### src/rtl/psw_flag_pkg.sv
package psw_flag_pkg;
    localparam int PSW_W    = 32;
    localparam int FLAG_N   = 4;
    localparam int BIT_C    = 0;
    localparam int BIT_Z    = 1;
    localparam int BIT_S    = 2;
    localparam int BIT_O    = 3;

    typedef struct packed {
        logic o;
        logic s;
        logic z;
        logic c;
    } flags_t;
endpackage

### src/rtl/psw_flag_calc.sv
module psw_flag_calc
    import psw_flag_pkg::*;
#(
    parameter int RES_W     = 64,
    parameter int BYTE_W    = 8,
    parameter int MAX_BYTES = 4,
    parameter int SIZE_W    = 3
) (
    input  logic [RES_W-1:0]  result,
    input  logic [SIZE_W-1:0] op_size,
    input  logic              carry_in,
    output flags_t            flags,
    output logic              size_ok
);
    logic [MAX_BYTES:1] zero_w;
    logic [MAX_BYTES:1] sign_w;
    logic [MAX_BYTES:1] ovf_w;

    for (genvar k = 1; k <= MAX_BYTES; k++) begin : g_width
        localparam int W = k * BYTE_W;
        // fits in signed W bits iff bits RES_W-1 .. W-1 are all equal
        logic [RES_W-W:0] upper;
        assign upper     = result[RES_W-1:W-1];
        assign zero_w[k] = (result[W-1:0] == '0);
        assign sign_w[k] = result[W-1];
        assign ovf_w[k]  = !((&upper) || (upper == '0));
    end

    always_comb begin
        size_ok = (op_size >= SIZE_W'(1)) && (op_size <= SIZE_W'(MAX_BYTES));
        flags   = '0;
        flags.c = carry_in;
        for (int k = 1; k <= MAX_BYTES; k++) begin
            if (op_size == SIZE_W'(k)) begin
                flags.z = zero_w[k];
                flags.s = sign_w[k];
                flags.o = ovf_w[k];
            end
        end
        // a zero value in the width cannot have its top bit set
        if (size_ok && flags.z)
            assert_zero_not_neg_R5: assert (!flags.s);
    end
endmodule

### src/rtl/psw_merge.sv
module psw_merge
    import psw_flag_pkg::*;
(
    input  logic [PSW_W-1:0] psw_q,
    input  flags_t           flags,
    input  logic [FLAG_N-1:0] flag_sel,
    input  logic [PSW_W-1:0] and_mask,
    input  logic [PSW_W-1:0] or_mask,
    input  logic [PSW_W-1:0] allow_mask,
    output logic [PSW_W-1:0] psw_d
);
    logic [PSW_W-1:0] flag_word;
    logic [PSW_W-1:0] forced;

    always_comb begin
        flag_word = '0;
        flag_word[BIT_C] = flags.c & flag_sel[BIT_C];
        flag_word[BIT_Z] = flags.z & flag_sel[BIT_Z];
        flag_word[BIT_S] = flags.s & flag_sel[BIT_S];
        flag_word[BIT_O] = flags.o & flag_sel[BIT_O];
        forced = (psw_q & and_mask) | or_mask;
        psw_d  = forced | (flag_word & allow_mask);
    end
endmodule

### src/rtl/psw_flag_unit.sv
module psw_flag_unit
    import psw_flag_pkg::*;
#(
    parameter int RES_W  = 64,
    parameter int SIZE_W = 3
) (
    input  logic              clk,
    input  logic              rst_n,
    input  logic              upd_en,
    input  logic [RES_W-1:0]  result,
    input  logic [SIZE_W-1:0] op_size,
    input  logic              carry_in,
    input  logic [3:0]        flag_sel,
    input  logic [31:0]       and_mask,
    input  logic [31:0]       or_mask,
    input  logic [31:0]       allow_mask,
    output logic [31:0]       psw
);
    flags_t           flags;
    logic             size_ok;
    logic [PSW_W-1:0] psw_d;
    logic [PSW_W-1:0] psw_q;

    psw_flag_calc #(
        .RES_W(RES_W), .BYTE_W(8), .MAX_BYTES(4), .SIZE_W(SIZE_W)
    ) u_calc (
        .result(result), .op_size(op_size), .carry_in(carry_in),
        .flags(flags), .size_ok(size_ok)
    );

    psw_merge u_merge (
        .psw_q(psw_q), .flags(flags), .flag_sel(flag_sel),
        .and_mask(and_mask), .or_mask(or_mask), .allow_mask(allow_mask),
        .psw_d(psw_d)
    );

    always_ff @(posedge clk or negedge rst_n) begin
        if (!rst_n)
            psw_q <= '0;
        else if (upd_en && size_ok)
            psw_q <= psw_d;
    end

    assign psw = psw_q;

    assert_hold_idle_R2: assert property (@(posedge clk) disable iff (!rst_n)
        !upd_en |=> $stable(psw));
    assert_bad_size_R3: assert property (@(posedge clk) disable iff (!rst_n)
        (upd_en && (op_size == '0 || op_size > SIZE_W'(4))) |=> $stable(psw));
    assert_carry_R7: assert property (@(posedge clk) disable iff (!rst_n)
        (upd_en && size_ok && flag_sel[0] && allow_mask[0] && carry_in) |=> psw[0]);
    assert_zero_R4: assert property (@(posedge clk) disable iff (!rst_n)
        (upd_en && size_ok && flag_sel[1] && allow_mask[1] && result == '0) |=> psw[1]);
    assert_force_set_R9: assert property (@(posedge clk) disable iff (!rst_n)
        (upd_en && size_ok) |=> ((psw & $past(or_mask)) == $past(or_mask)));
    assert_clear_ie_R10: assert property (@(posedge clk) disable iff (!rst_n)
        (upd_en && size_ok && !and_mask[16] && !or_mask[16]) |=> !psw[16]);
endmodule

### config.mk
export PLATFORM = sky130hd
export DESIGN_NAME = psw_flag_unit
export DESIGN_NICKNAME = d
export VERILOG_FILES = /design/src/rtl/psw_flag_pkg.sv /design/src/rtl/psw_flag_calc.sv /design/src/rtl/psw_merge.sv /design/src/rtl/psw_flag_unit.sv
export SDC_FILE = /design/constraint.sdc
export NUM_CORES = 1
export LEC_CHECK = 0
export BUFFER_PORTS_ARGS = -buffer_cell sky130_fd_sc_hd__buf_2
export CORE_MARGIN = 3
export CORE_UTILIZATION = 31
export CTS_CLUSTER_SIZE = 40
export DETAILED_ROUTE_END_ITERATION = 7
export MAX_ROUTING_LAYER = met4
export PLACE_DENSITY = 0.76
export RECOVER_POWER = 50
export SLEW_MARGIN = 0
export SYNTH_ARGS = -nofsm -noshare
export SYNTH_HDL_FRONTEND = slang
export SYNTH_SLANG_ARGS = --single-unit
### constraint.sdc
create_clock -name clk -period 1.3 [get_ports clk]
set_clock_uncertainty 0.1 [all_clocks]
set_input_delay 0.13 -clock clk [delete_from_list [all_inputs] [get_ports clk]]
set_output_delay 0.13 -clock clk [all_outputs]
set_load 0.1 [all_outputs]
==> summary by stage <==
Synth
Among all cell types in the netlist, the one instantiated most often is nand2_1. The synthesized flop and latch total is 32. The synthesized netlist devotes between 30 and 40% of its cell area to simple gates.

The share of synthesized registers carrying an async set or reset is 100%. Of the post-synthesis cell area, the part taken by muxes is less than 1%. The leading area contributor after synthesis is dfrtp_1. The total nets after synthesis is approximately 390. The synthesized design devotes to its leading area cell type between 40% and 50% of total area. By count the netlist is led by nand2_1, dfrtp_1, o21ai_1, nand4_1, nor4_1. The synthesized design contains 0 enable-type register cells.

After Yosys synthesis, full adders, half adders and majority gates account for 0% of the synthesized area. The portion of the post-synthesis area used by sequential elements is 46.4%. In this run the cell area of the synthesized design comes to roughly 1700 sq um. The number of instances in the synthesized netlist is 214. Synthesis instantiated 30 different standard cells from the library. The main combinational cell family by area after synthesis is simple AND/OR/NAND/NOR gates. Each instance of the synthesized netlist takes up on average 8.06 sq um. The number of warnings reported in the yosys synthesis log is 0. Among all flip-flop cells after synthesis, the most frequent one is dfrtp_1. Summing the areas of all compound-gate instances in the mapped netlist gives between 10% and 20% of the synthesized area. The parity-gate share of the synthesized area counting xor and xnor cells is 0.508%.

By area the synthesized netlist is led by dfrtp_1, nand2_1, o21ai_1.

GRT
The initial antenna violation count is 0. The wire length of the first global-routing pass is roughly 13,000 um. Entering global routing, the biggest net connects 30 pins. The residual overflow from global routing is 0. The number of global-route vias before repair is around 2,900. The global-route total usage across every layer is 27.1%.

Setup path
The maximum fanout encountered on the critical timing path is 2. STA classifies the critical path endpoint as a register. The launch point of the worst path is result[14]. STA puts the critical path data arrival time at between 1500 and 2000 ps. The start-to-end type of the worst setup path is input pin to register. For the worst setup path, the data required time is 1370 ps.

The worst flop-to-flop path startpoint is psw[3]. The number of cells on the worst reg-to-reg path is 3. The type of origin of the critical path is an input pin.

STA
The relative slew slack is between 70% and 80%. The slew of the pin with the lowest slew margin is between 400 and 500 ps. The final period demand of the worst path is around 1500 ps. The final max-slew violation count is 0. The final critical-path setup slack is -208 ps.

The final period utilization is 116%. Setup violations remaining at the end of the flow were counted as 1. Setup repair after global routing could not meet its margin everywhere.

The total count of hold-check failures in the final report came to 0. For this run, the top clock speed supported by timing is ~660 MHz.

Flow run
Across the run, the number of max-cap violations was 0.

Die
The die is 80.6 um wide. The die extent in y is between 80 and 90 um. The die covers 6490 sq um.

The region available for standard cell placement spans approximately 5200 sq um. For this configuration, the core starts out at a cell density of 32.9%. around 200 I/O pins were placed.

After floorplanning, the core was divided into 26 placement rows.

Power
The net switching power of the design is approximately 2.4 mW. The clock network accounts for 16.1% of the total power. The switching share of total power is around 50%. In this run the static leakage power is between 1.5 and 2 nW.

Per report_power, the sequential group accounts for 27.4% of the total. The largest vdd supply drop is 883 uV. The cell internal power dissipation is 2.43 mW.

The power per standard cell area is around 1300 nW/um^2. The part of the total power dissipated in combinational logic is between 50% and 60%.

Status
The flow ran to the end, but the final reports show violations. The checks that failed: setup timing.

Drt
Detailed routing inserted a total of around 2,800 vias. The number of design-rule violations left by the first detailed-router iteration is just under 80. The aggregate routed wire length is 8750 um. Dividing the detail-routed via count by the number of cells gives just over 5. The number of routed nets with antenna violations is 0. The remaining routing DRC violations is 0. In the final routed layout, each cell accounts on average for roughly 16 um. The first-pass iteration count of the detailed router is 4.

CTS
The clock tree from TritonCTS is done. The clock sink total is 32. Clock tree synthesis selected as its root buffer the cell clkbuf_8. After clock tree synthesis, the clock-pin slew on the worst setup and hold paths is 70 ps.

The longest clock path from root to sink contains 2 buffers. Counting the buffers created by CTS gives 5. For the worst-skew pair, the clock arrives at the later sink with an insertion delay of around 270 ps. The clock tree synthesis step divided the H-tree into 2 levels.

Layout
Of the cells placed in the final design, the portion with a size suffix greater than 1 is 47.2%. In the final design database the tool counted between 600 and 700 nets. The post-synthesis to final-layout area growth is 124%. The flip-flop count of the largest register after layout is 32. The number of standard cells in the final layout excluding fillers is around 550. After routing the design area is between 3000 and 4000 sq um. The final design utilization is 73.7%.

Place
The cell area after placement is 3220 sq um. The placer's final routability congestion estimate is around 0.96. The detailed placement HPWL is 5450 um. The number of cells after detailed placement is between 400 and 500. OpenSTA, run right after detailed placement, puts the worst setup slack at -571 ps. The count of buffers inserted at the top-level ports is 174.

Hold path
Counting instances, the worst hold path has a depth of 3. The worst hold path begins at or_mask[2]. The path class of the tightest hold or removal check is input pin to register.
-- stage by stage --
step | hold slack (ps) | setup TNS [ps] | total power, mW
detailed placement | -147 | -4680 | 4.10
finish | 30.5 | -208 | 4.88
CTS | 5.49 | -221 | 5.03
global placement | -149 | -4040 | 4.06
global route | 64.3 | -359 | 5.05
floorplan | -266 | -347 | 2.99
-- cells in the final DEF, fill, tap and decap left out, types with 2 or more instances in the layout --
| cell type | netlist | layout |
|---|---|---|
| buf_2 | 0 | 135 |
| nand2_1 | 65 | 65 |
| dlygate4sd3_1 | 0 | 60 |
| o21ai_1 | 31 | 30 |
| dfrtp_1 | 32 | 29 |
| buf_4 | 0 | 26 |
| clkbuf_4 | 0 | 22 |
| nand4_1 | 16 | 16 |
| nor2_1 | 9 | 9 |
| buf_12 | 0 | 9 |
| nor4_1 | 14 | 8 |
| o21ai_0 | 8 | 8 |
| nand3_1 | 7 | 7 |
| clkbuf_8 | 0 | 6 |
| buf_6 | 1 | 6 |
| nor4_2 | 1 | 4 |
| nor4_4 | 0 | 3 |
| inv_1 | 3 | 3 |
| a31oi_1 | 3 | 3 |
| clkbuf_1 | 2 | 3 |
| dfrtp_2 | 0 | 3 |
| or3_4 | 1 | 2 |
| nor3_1 | 2 | 2 |
-- area by class of cell --
class	count	area, sq um
inverter	4	15.0
clock buffer	8	90.1
sequential	32	805
multi-input combinational	171	966
tap	70	87.6
antenna	1	2.50
fill	382	1380
timing repair buffer	260	1890
-- worst max-delay path, cell delays in order --
cell     delay, ps
buf_6          100
nor4_4         290
nand2_1        100
or3_4          400
o41ai_2        270
o22ai_1        130
a21o_1         160
-- repair_timing --
item	CTS	global route
gates cloned	0	0
buffers inserted	1	0
hold endpoints to repair	62	0
hold buffers	60	0
endpoints found under the setup margin	2	14
pin swaps	13	1
gates resized for setup	11	14
-- cell families (layout without fill, tap and decap cells) --
logic type,after synthesis,in the layout
simple gates,119,119
compound gates,50,50
flops,32,32
buf+inv,11,272
xor+xnor,1,1
mux,1,1
other cells,0,1
-- power groups by stage --
stage	combinational, mW	clock (mW)	sequential (mW)
2_1_floorplan	0.265	0	2.73
3_3_place_gp	2.69	0	1.36
3_5_place_dp	2.72	0	1.38
4_1_cts	2.89	0.787	1.36
5_1_grt	2.86	0.837	1.35
6_report	2.76	0.784	1.34
-- routing by layer --
layer	track usage (%)	up-vias	wire [um]
li1	-	1301	-
met1	27.6	1284	3170
met2	49.5	149	4590
met3	6.17	32	720
met4	11.5	0	269
met5	-	-	0
-- worst paths after layout --
check | to | slack, ps
min in group asynchronous | psw[12] | 140
worst min register to register | psw[28] | 390
worst max register to register | psw[3] | 390
worst min-delay path | psw[2] | 30
worst max-delay path | psw[3] | -210
max in group asynchronous | psw[1] | 210
Note: power is estimated with default switching activity, not from simulation.
